## src/rtl/mii_tx_pkg.sv

```systemverilog
// Package: shared types for the MII transmit serializer.
package mii_tx_pkg;

    // Line activity of the serializer
    typedef enum logic [1:0] {
        ST_IDLE  = 2'd0,   // enable low, waiting for a start byte
        ST_SEND  = 2'd1,   // a byte's nibbles are on the line
        ST_ABORT = 2'd2    // single truncation-marker cycle
    } tx_state_e;

endpackage

```

## src/rtl/mtx_gap_timer.sv

```systemverilog
// Module: mtx_gap_timer
// Counts idle cycles after a frame and reports when the minimum gap has
// elapsed. Assumes MIN_GAP >= 1. Restarting loads one, because the
// cycle that starts right after the restart edge is already idle.
module mtx_gap_timer #(
    parameter int MIN_GAP = 2
) (
    input  logic clk,
    input  logic rst_n,
    input  logic restart,
    input  logic idle_tick,
    output logic gap_done
);
    localparam int CNT_W = (MIN_GAP < 2) ? 1 : $clog2(MIN_GAP + 1);
    localparam logic [CNT_W-1:0] CNT_MAX = CNT_W'(MIN_GAP);
    localparam logic [CNT_W-1:0] CNT_ONE = CNT_W'(1);

    logic [CNT_W-1:0] cnt_q;

    // Saturating idle-cycle counter, full after reset so the first frame is not delayed
    always_ff @(posedge clk) begin
        if (!rst_n) begin
            cnt_q <= CNT_MAX;
        end else if (restart) begin
            cnt_q <= CNT_ONE;
        end else if (idle_tick && (cnt_q != CNT_MAX)) begin
            cnt_q <= cnt_q + CNT_ONE;
        end
    end

    assign gap_done = (cnt_q == CNT_MAX);
endmodule

```

## src/rtl/mtx_nibble_path.sv

```systemverilog
// Module: mtx_nibble_path
// Holds the byte being sent and drives the registered nibble bus.
// Loading puts nibble zero on the bus at once; advancing selects the lane
// named by next_idx. In any other cycle the bus reads zero. Assumes
// DATA_W is a multiple of NIB_W.
module mtx_nibble_path #(
    parameter int DATA_W = 8,
    parameter int NIB_W  = 4
) (
    clk,
    rst_n,
    load,
    advance,
    load_byte,
    next_idx,
    txd
);
    localparam int NIB_CNT = DATA_W / NIB_W;
    localparam int IDX_W   = (NIB_CNT > 1) ? $clog2(NIB_CNT) : 1;

    input  logic              clk;
    input  logic              rst_n;
    input  logic              load;
    input  logic              advance;
    input  logic [DATA_W-1:0] load_byte;
    input  logic [IDX_W-1:0]  next_idx;
    output logic [NIB_W-1:0]  txd;

    logic [DATA_W-1:0] byte_q;
    logic [NIB_W-1:0]  nib_lane [NIB_CNT];
    logic [NIB_W-1:0]  txd_q;

    // Split the held byte into nibble lanes, least significant lane first
    for (genvar g = 0; g < NIB_CNT; g++) begin : g_lane
        assign nib_lane[g] = byte_q[g*NIB_W +: NIB_W];
    end

    // Capture the byte when the control accepts it
    always_ff @(posedge clk) begin
        if (!rst_n) begin
            byte_q <= '0;
        end else if (load) begin
            byte_q <= load_byte;
        end
    end

    // Drive the line nibble: first lane on load, chosen lane on advance, else zero
    always_ff @(posedge clk) begin
        if (!rst_n) begin
            txd_q <= '0;
        end else if (load) begin
            txd_q <= load_byte[NIB_W-1:0];
        end else if (advance) begin
            txd_q <= nib_lane[next_idx];
        end else begin
            txd_q <= '0;
        end
    end

    assign txd = txd_q;
endmodule

```

## src/rtl/mtx_err_map.sv

```systemverilog
// Module: mtx_err_map
// Turns the per-byte error flag into a single registered error pulse
// per frame, issued with the first nibble of the earliest flagged byte.
// It also drives the truncation marker. A per-frame flag remembers that
// a pulse went out; a frame start clears it. Assumes abort_go is raised
// only while pulsed is low.
module mtx_err_map (
    input  logic clk,
    input  logic rst_n,
    input  logic load,
    input  logic frame_start,
    input  logic err_in,
    input  logic abort_go,
    output logic txer,
    output logic pulsed
);
    logic fire;
    logic pulsed_q;
    logic txer_q;

    // A flagged byte fires only if the frame has no pulse yet
    always_comb begin
        fire = load && err_in && (frame_start || !pulsed_q);
    end

    // Track whether the current frame has already shown its pulse
    always_ff @(posedge clk) begin
        if (!rst_n) begin
            pulsed_q <= 1'b0;
        end else if (frame_start) begin
            pulsed_q <= fire;
        end else if (fire || abort_go) begin
            pulsed_q <= 1'b1;
        end
    end

    // Register the error line together with the nibble it belongs to
    always_ff @(posedge clk) begin
        if (!rst_n) begin
            txer_q <= 1'b0;
        end else begin
            txer_q <= fire || abort_go;
        end
    end

    assign txer   = txer_q;
    assign pulsed = pulsed_q;
endmodule

```

## src/rtl/mii_tx_serializer.sv

```systemverilog
// Module: mii_tx_serializer
// Byte-stream to 4-bit MII transmit serializer. A small control state
// machine decides, cycle by cycle, whether the line idles, shows a data
// nibble or shows a truncation marker. The submodules hold the data
// path, the error mapping and the inter-frame gap. All outputs come from
// registers and change on the rising clock edge. Assumes DATA_W/NIB_W >= 2
// and MIN_GAP >= 1.
module mii_tx_serializer #(
    parameter int DATA_W  = 8,
    parameter int NIB_W   = 4,
    parameter int MIN_GAP = 2
) (
    input  logic              clk,
    input  logic              rst_n,
    input  logic              in_valid,
    output logic              in_ready,
    input  logic [DATA_W-1:0] in_data,
    input  logic              in_sop,
    input  logic              in_eop,
    input  logic              in_err,
    output logic [NIB_W-1:0]  mii_txd,
    output logic              mii_txen,
    output logic              mii_txer
);
    import mii_tx_pkg::*;

    localparam int NIB_CNT = DATA_W / NIB_W;
    localparam int IDX_W   = (NIB_CNT > 1) ? $clog2(NIB_CNT) : 1;
    localparam logic [IDX_W-1:0] IDX_LAST = IDX_W'(NIB_CNT - 1);
    localparam logic [IDX_W-1:0] IDX_ONE  = IDX_W'(1);

    tx_state_e        state_q, state_d;
    logic [IDX_W-1:0] nib_q, nib_d;
    logic             eop_q, eop_d;
    logic             txen_q;

    logic gap_done;
    logic pulsed;
    logic last_nib;
    logic accept;
    logic frame_start;
    logic byte_next;
    logic load;
    logic advance;
    logic underrun;
    logic abort_go;
    logic gap_restart;
    logic ready_c;

    // Handshake and event decode from the current line state
    always_comb begin
        last_nib    = (nib_q == IDX_LAST);
        ready_c     = ((state_q == ST_IDLE) && gap_done) ||
                      ((state_q == ST_SEND) && last_nib && !eop_q);
        accept      = in_valid && ready_c;
        frame_start = accept && (state_q == ST_IDLE) && in_sop;
        byte_next   = accept && (state_q == ST_SEND);
        load        = frame_start || byte_next;
        advance     = (state_q == ST_SEND) && !last_nib;
        underrun    = (state_q == ST_SEND) && last_nib && !eop_q && !in_valid;
        abort_go    = underrun && !pulsed;
    end

    // Next line state, nibble index and end-of-frame memory
    always_comb begin
        state_d = state_q;
        nib_d   = nib_q;
        eop_d   = eop_q;
        unique case (state_q)
            ST_IDLE: begin
                if (frame_start) begin
                    state_d = ST_SEND;
                    nib_d   = '0;
                    eop_d   = in_eop;
                end
            end
            ST_SEND: begin
                if (advance) begin
                    nib_d = nib_q + IDX_ONE;
                end else if (byte_next) begin
                    nib_d = '0;
                    eop_d = in_eop;
                end else if (abort_go) begin
                    state_d = ST_ABORT;
                end else begin
                    state_d = ST_IDLE;
                end
            end
            ST_ABORT: begin
                state_d = ST_IDLE;
            end
            default: begin
                state_d = ST_IDLE;
            end
        endcase
        gap_restart = (state_q != ST_IDLE) && (state_d == ST_IDLE);
    end

    // Control registers and the registered enable line
    always_ff @(posedge clk) begin
        if (!rst_n) begin
            state_q <= ST_IDLE;
            nib_q   <= '0;
            eop_q   <= 1'b0;
            txen_q  <= 1'b0;
        end else begin
            state_q <= state_d;
            nib_q   <= nib_d;
            eop_q   <= eop_d;
            txen_q  <= (state_d != ST_IDLE);
        end
    end

    mtx_gap_timer #(
        .MIN_GAP (MIN_GAP)
    ) u_gap (
        .clk       (clk),
        .rst_n     (rst_n),
        .restart   (gap_restart),
        .idle_tick (state_q == ST_IDLE),
        .gap_done  (gap_done)
    );

    mtx_nibble_path #(
        .DATA_W (DATA_W),
        .NIB_W  (NIB_W)
    ) u_nib (
        .clk       (clk),
        .rst_n     (rst_n),
        .load      (load),
        .advance   (advance),
        .load_byte (in_data),
        .next_idx  (nib_d),
        .txd       (mii_txd)
    );

    mtx_err_map u_err (
        .clk         (clk),
        .rst_n       (rst_n),
        .load        (load),
        .frame_start (frame_start),
        .err_in      (in_err),
        .abort_go    (abort_go),
        .txer        (mii_txer),
        .pulsed      (pulsed)
    );

    assign in_ready = ready_c;
    assign mii_txen = txen_q;
endmodule

```

## config.mk

```make
export PLATFORM = sky130hd
export DESIGN_NAME = mii_tx_serializer
export DESIGN_NICKNAME = d
export VERILOG_FILES = /design/src/rtl/mii_tx_pkg.sv /design/src/rtl/mtx_gap_timer.sv /design/src/rtl/mtx_nibble_path.sv /design/src/rtl/mtx_err_map.sv /design/src/rtl/mii_tx_serializer.sv
export SDC_FILE = /design/constraint.sdc
export NUM_CORES = 1
export LEC_CHECK = 0
export BUFFER_PORTS_ARGS = -buffer_cell sky130_fd_sc_hd__buf_4
export CORE_MARGIN = 3
export CORE_UTILIZATION = 35
export DETAILED_ROUTE_END_ITERATION = 16
export RECOVER_POWER = 100
export REMOVE_ABC_BUFFERS = 1
export SLEW_MARGIN = 20
export SYNTH_ARGS = -nofsm -noshare
export SYNTH_HDL_FRONTEND = slang
export SYNTH_SLANG_ARGS = --single-unit
```

## constraint.sdc

```tcl
create_clock -name clk -period 1.5 [get_ports clk]
set_clock_uncertainty 0.1 [all_clocks]
set_input_delay 0.15 -clock clk [delete_from_list [all_inputs] [get_ports clk]]
set_output_delay 0.15 -clock clk [all_outputs]
set_load 0.1 [all_outputs]
```

==> impl_metrics.tcl <==
set metrics [dict create \
    total_of_buffers_placed_on_input_and_output_ports 20 \
    number_of_max_capacitance_violations_reported 0 \
    setup.worst_path.class "flip-flop to output pin" \
    internal_power_mw 0.974 \
    place_congestion 0.787 \
    worst-r2r-setup-slack_ns 0.04 \
    fillers 187 \
    number_of_levels_the_h_tree_was_split_into 1 \
    synth_enable_flop_cells 0 \
    grt_pass1_wl_um 2770 \
    grt_use_total 0.141 \
    detail-route-antenna-nets 0 \
    share_clk_of_total_power 0.149 \
    ys_seq_elements 17 \
    timing_hold_violations_final 0 \
    row_count 15 \
    initial_core_util 0.398 \
    die_h_um 51.7 \
    final_min_period_ns 1.51 \
    share_seq_of_total_power 0.343 \
    leakagePower_nw 0.451 \
    routed-via-count 663 \
    synth.most_common_cell "nand2_1" \
    length_of_the_first_detailed_routing_pass_in_iterations 6 \
    worstPathArrival_ns 1.26 \
    p_comb_frac 0.508 \
    synth_top_area_share 0.465 \
    preCtsSetupSlack_ns -0.0271 \
    netlist_area_um2 732 \
    hold_crit_path_type "input pin to flip-flop" \
    grt_max_degree 18 \
    cts.reportedPaths.clkPinSlew_ns 0.10 \
    yosysUniqueCellTypes 26 \
    yosysWarnings 0 \
    iter_0_drt_violations 5 \
    pwr_density_cell_nw_per_um2 1540 \
    ys.flop_type "dfxtp_1" \
    ys_top_cells_by_area "dfxtp_1 46%, a21boi_1 11%, nand2_1 9.7%, nand2b_1 3.4%, a21oi_1 2.1%" \
    nNetsFinal 132 \
    critical_path.top_delay_family "flip-flops" \
    antenna_cells_inserted 0 \
    layout-drive-gt1-share 0.353 \
    core_area_um2 1840 \
    antenna_found_initial 0 \
    wire_per_inst_um 11.9 \
    path_depth 5 \
    design.portCount 21 \
    die_w_um 51.7 \
    die_area_um2 2680 \
    setup_repair_after_global_routing_missed_its_margin "yes" \
    worst_slew_pin_slew_ns 0.542 \
    slew_headroom 0.640 \
    cts_tree "yes" \
    timing.critical_path.slowest_stage_cell "dfxtp_2" \
    cts_buffers 3 \
    netSwitchingPower_mw 0.692 \
    report.final.setup_viol 1 \
    min_path_cells 3 \
    worst-path-buf-inv 2 \
    grt_busiest_layer "met2" \
    clockRootBuffer "clkbuf_4" \
    dpl_wire_length_um 1050 \
    path_max_fanout 3 \
    via_count_of_the_first_global_routing_pass 676 \
    fin_ws_ns -0.00586 \
    areaGrowthSynthToFinish_pct 48.0 \
    cts-root-to-sink-buffers 2 \
    yosysTopAreaCell "dfxtp_1" \
    non_filler_cell_area_final_um2 1080 \
    viasPerCell 4.70 \
    clkSinkCount 17 \
    start_kind "flip-flop" \
    sequential_cell_area_fraction_in_the_yosys_report 0.465 \
    postPlaceCellArea_um2 918 \
    global_route.usage.met2 0.225 \
    grtUsageMet1 0.177 \
    critical_path.endpoint_type "output pin" \
    final-max-slew-violation-count 0 \
    worstPathCellList "inv_2 -> ha_4 -> nand2b_4 -> a21oi_4 -> buf_12" \
    async_reset_ff_frac 0 \
    ir_drop_mv 1.16 \
    postSynthAreaPerCell_um2 8.82 \
    wirelength_routed_um 1680 \
    remaining_routing_drc_violations 0 \
    grtUsageMet3 0.0172 \
    max_freq_mhz 664 \
    worstPathRequired_ns 1.25 \
    sw_frac_of_total 0.415 \
    postSynthCellCount 83 \
    synth_top_cells_by_count "19 x nand2_1, 17 x dfxtp_1, 11 x a21boi_1" \
    overflow_left_after_global_routing 0 \
    violated_checks "negative setup slack" \
    clk_latency_ns 0.29 \
    timing.critical_path.slowest_cell_delay_ns 0.34 \
    timing.final.crit_share 1.00 \
    run_status "finished with violations" \
    reg2regPathDepth 5 \
]
[state kept, by name, indices dropped and copies added (netlist names)]
signal / count
u_err.pulsed: 1
u_err.txer: 1
u_nib.byte_q: 4
mii_txen: 1
u_gap.cnt_q: 2
state_q: 2
u_nib.txd: 4
last_nib: 1
eop_q: 1
[power by group through the flow]
stage          logic [mW]  registers [mW]  clock network [mW]
2_1_floorplan       0.403           0.670                   0
3_3_place_gp        0.683           0.564                   0
3_5_place_dp        0.686           0.566                   0
4_1_cts             0.828           0.571               0.262
5_1_grt             0.917           0.583               0.282
6_report            0.846           0.571               0.248
[final cells by class]
class,instances,area [µm²],area share
clock inverters,1,5.00,0.00462
multi-input cells,58,402,0.371
repair buffers,33,263,0.242
well taps,25,31.3,0.0289
inverters,4,15.0,0.0139
flip-flops and latches,17,345,0.319
clock buffers,3,22.5,0.0208
[worst min-delay path, cell delays in order]
cell and delay [ns]:
buf_4 0.11, nand2_1 0.05, a21boi_1 0.05
[placed cells by master, fill, tap and decap left out, types with 3 or more instances in the layout]
master	synthesis	layout
a21boi_1	11	11
nand2_1	19	19
dlygate4sd3_1	0	8
nand2b_1	4	4
clkbuf_2	0	7
buf_4	0	17
dfxtp_2	0	4
dfxtp_1	17	13
clkbuf_4	0	3
inv_1	4	3
[logic make-up (layout without fill, tap and decap cells)]
logic type | after synthesis | count (layout) | synth area share
simple gates | 34 | 34 | 0.234
compound gates | 23 | 23 | 0.239
flops | 17 | 17 | 0.465
buf+inv | 8 | 41 | 0.0444
fa+ha+maj | 1 | 1 | 0.0171
[through the flow]
step                       util  instances  setup TNS, ns  total power [mW]  hold WS [ns]
after floorplan               -         79          -1.07              1.07         0.129
after global placement    0.499        127        -0.0108              1.25         0.298
after detailed placement  0.499        127        -0.0271              1.25         0.306
after CTS                 0.584        140        -0.0118              1.66       0.00394
after global routing      0.589        141         -0.326              1.78        0.0152
final                     0.589        141       -0.00586              1.67       0.00831
[path summary, 6_finish.rpt]
check	startpoint	end
worst max register to register	eop_q	u_err.txer
worst max-delay path	u_gap.cnt_q[0]	in_ready
worst min-delay path	in_err	u_err.pulsed
worst min register to register	u_nib.byte_q[7]	u_nib.txd[3]
[metal layers]
| metal | routed length (µm) | share of wire | vias to the layer above |
|---|---|---|---|
| met5 | 0 | 0 | - |
| met4 | 23 | 0.014 | 0 |
| met3 | 53 | 0.032 | 2 |
| met2 | 770 | 0.46 | 13 |
| met1 | 833 | 0.50 | 301 |
| li1 | - | - | 347 |
[repair_timing]
action                                  4_1_cts  5_1_grt
cloned                                        0        1
setup buffers                                 1        0
hold buffers                                  8        0
endpoints found under the setup margin        2       13
resized for setup                            12        7
pin swaps                                     2        1
hold endpoints to repair                      8        0
No activity file was read; power rests on OpenSTA's default activity.
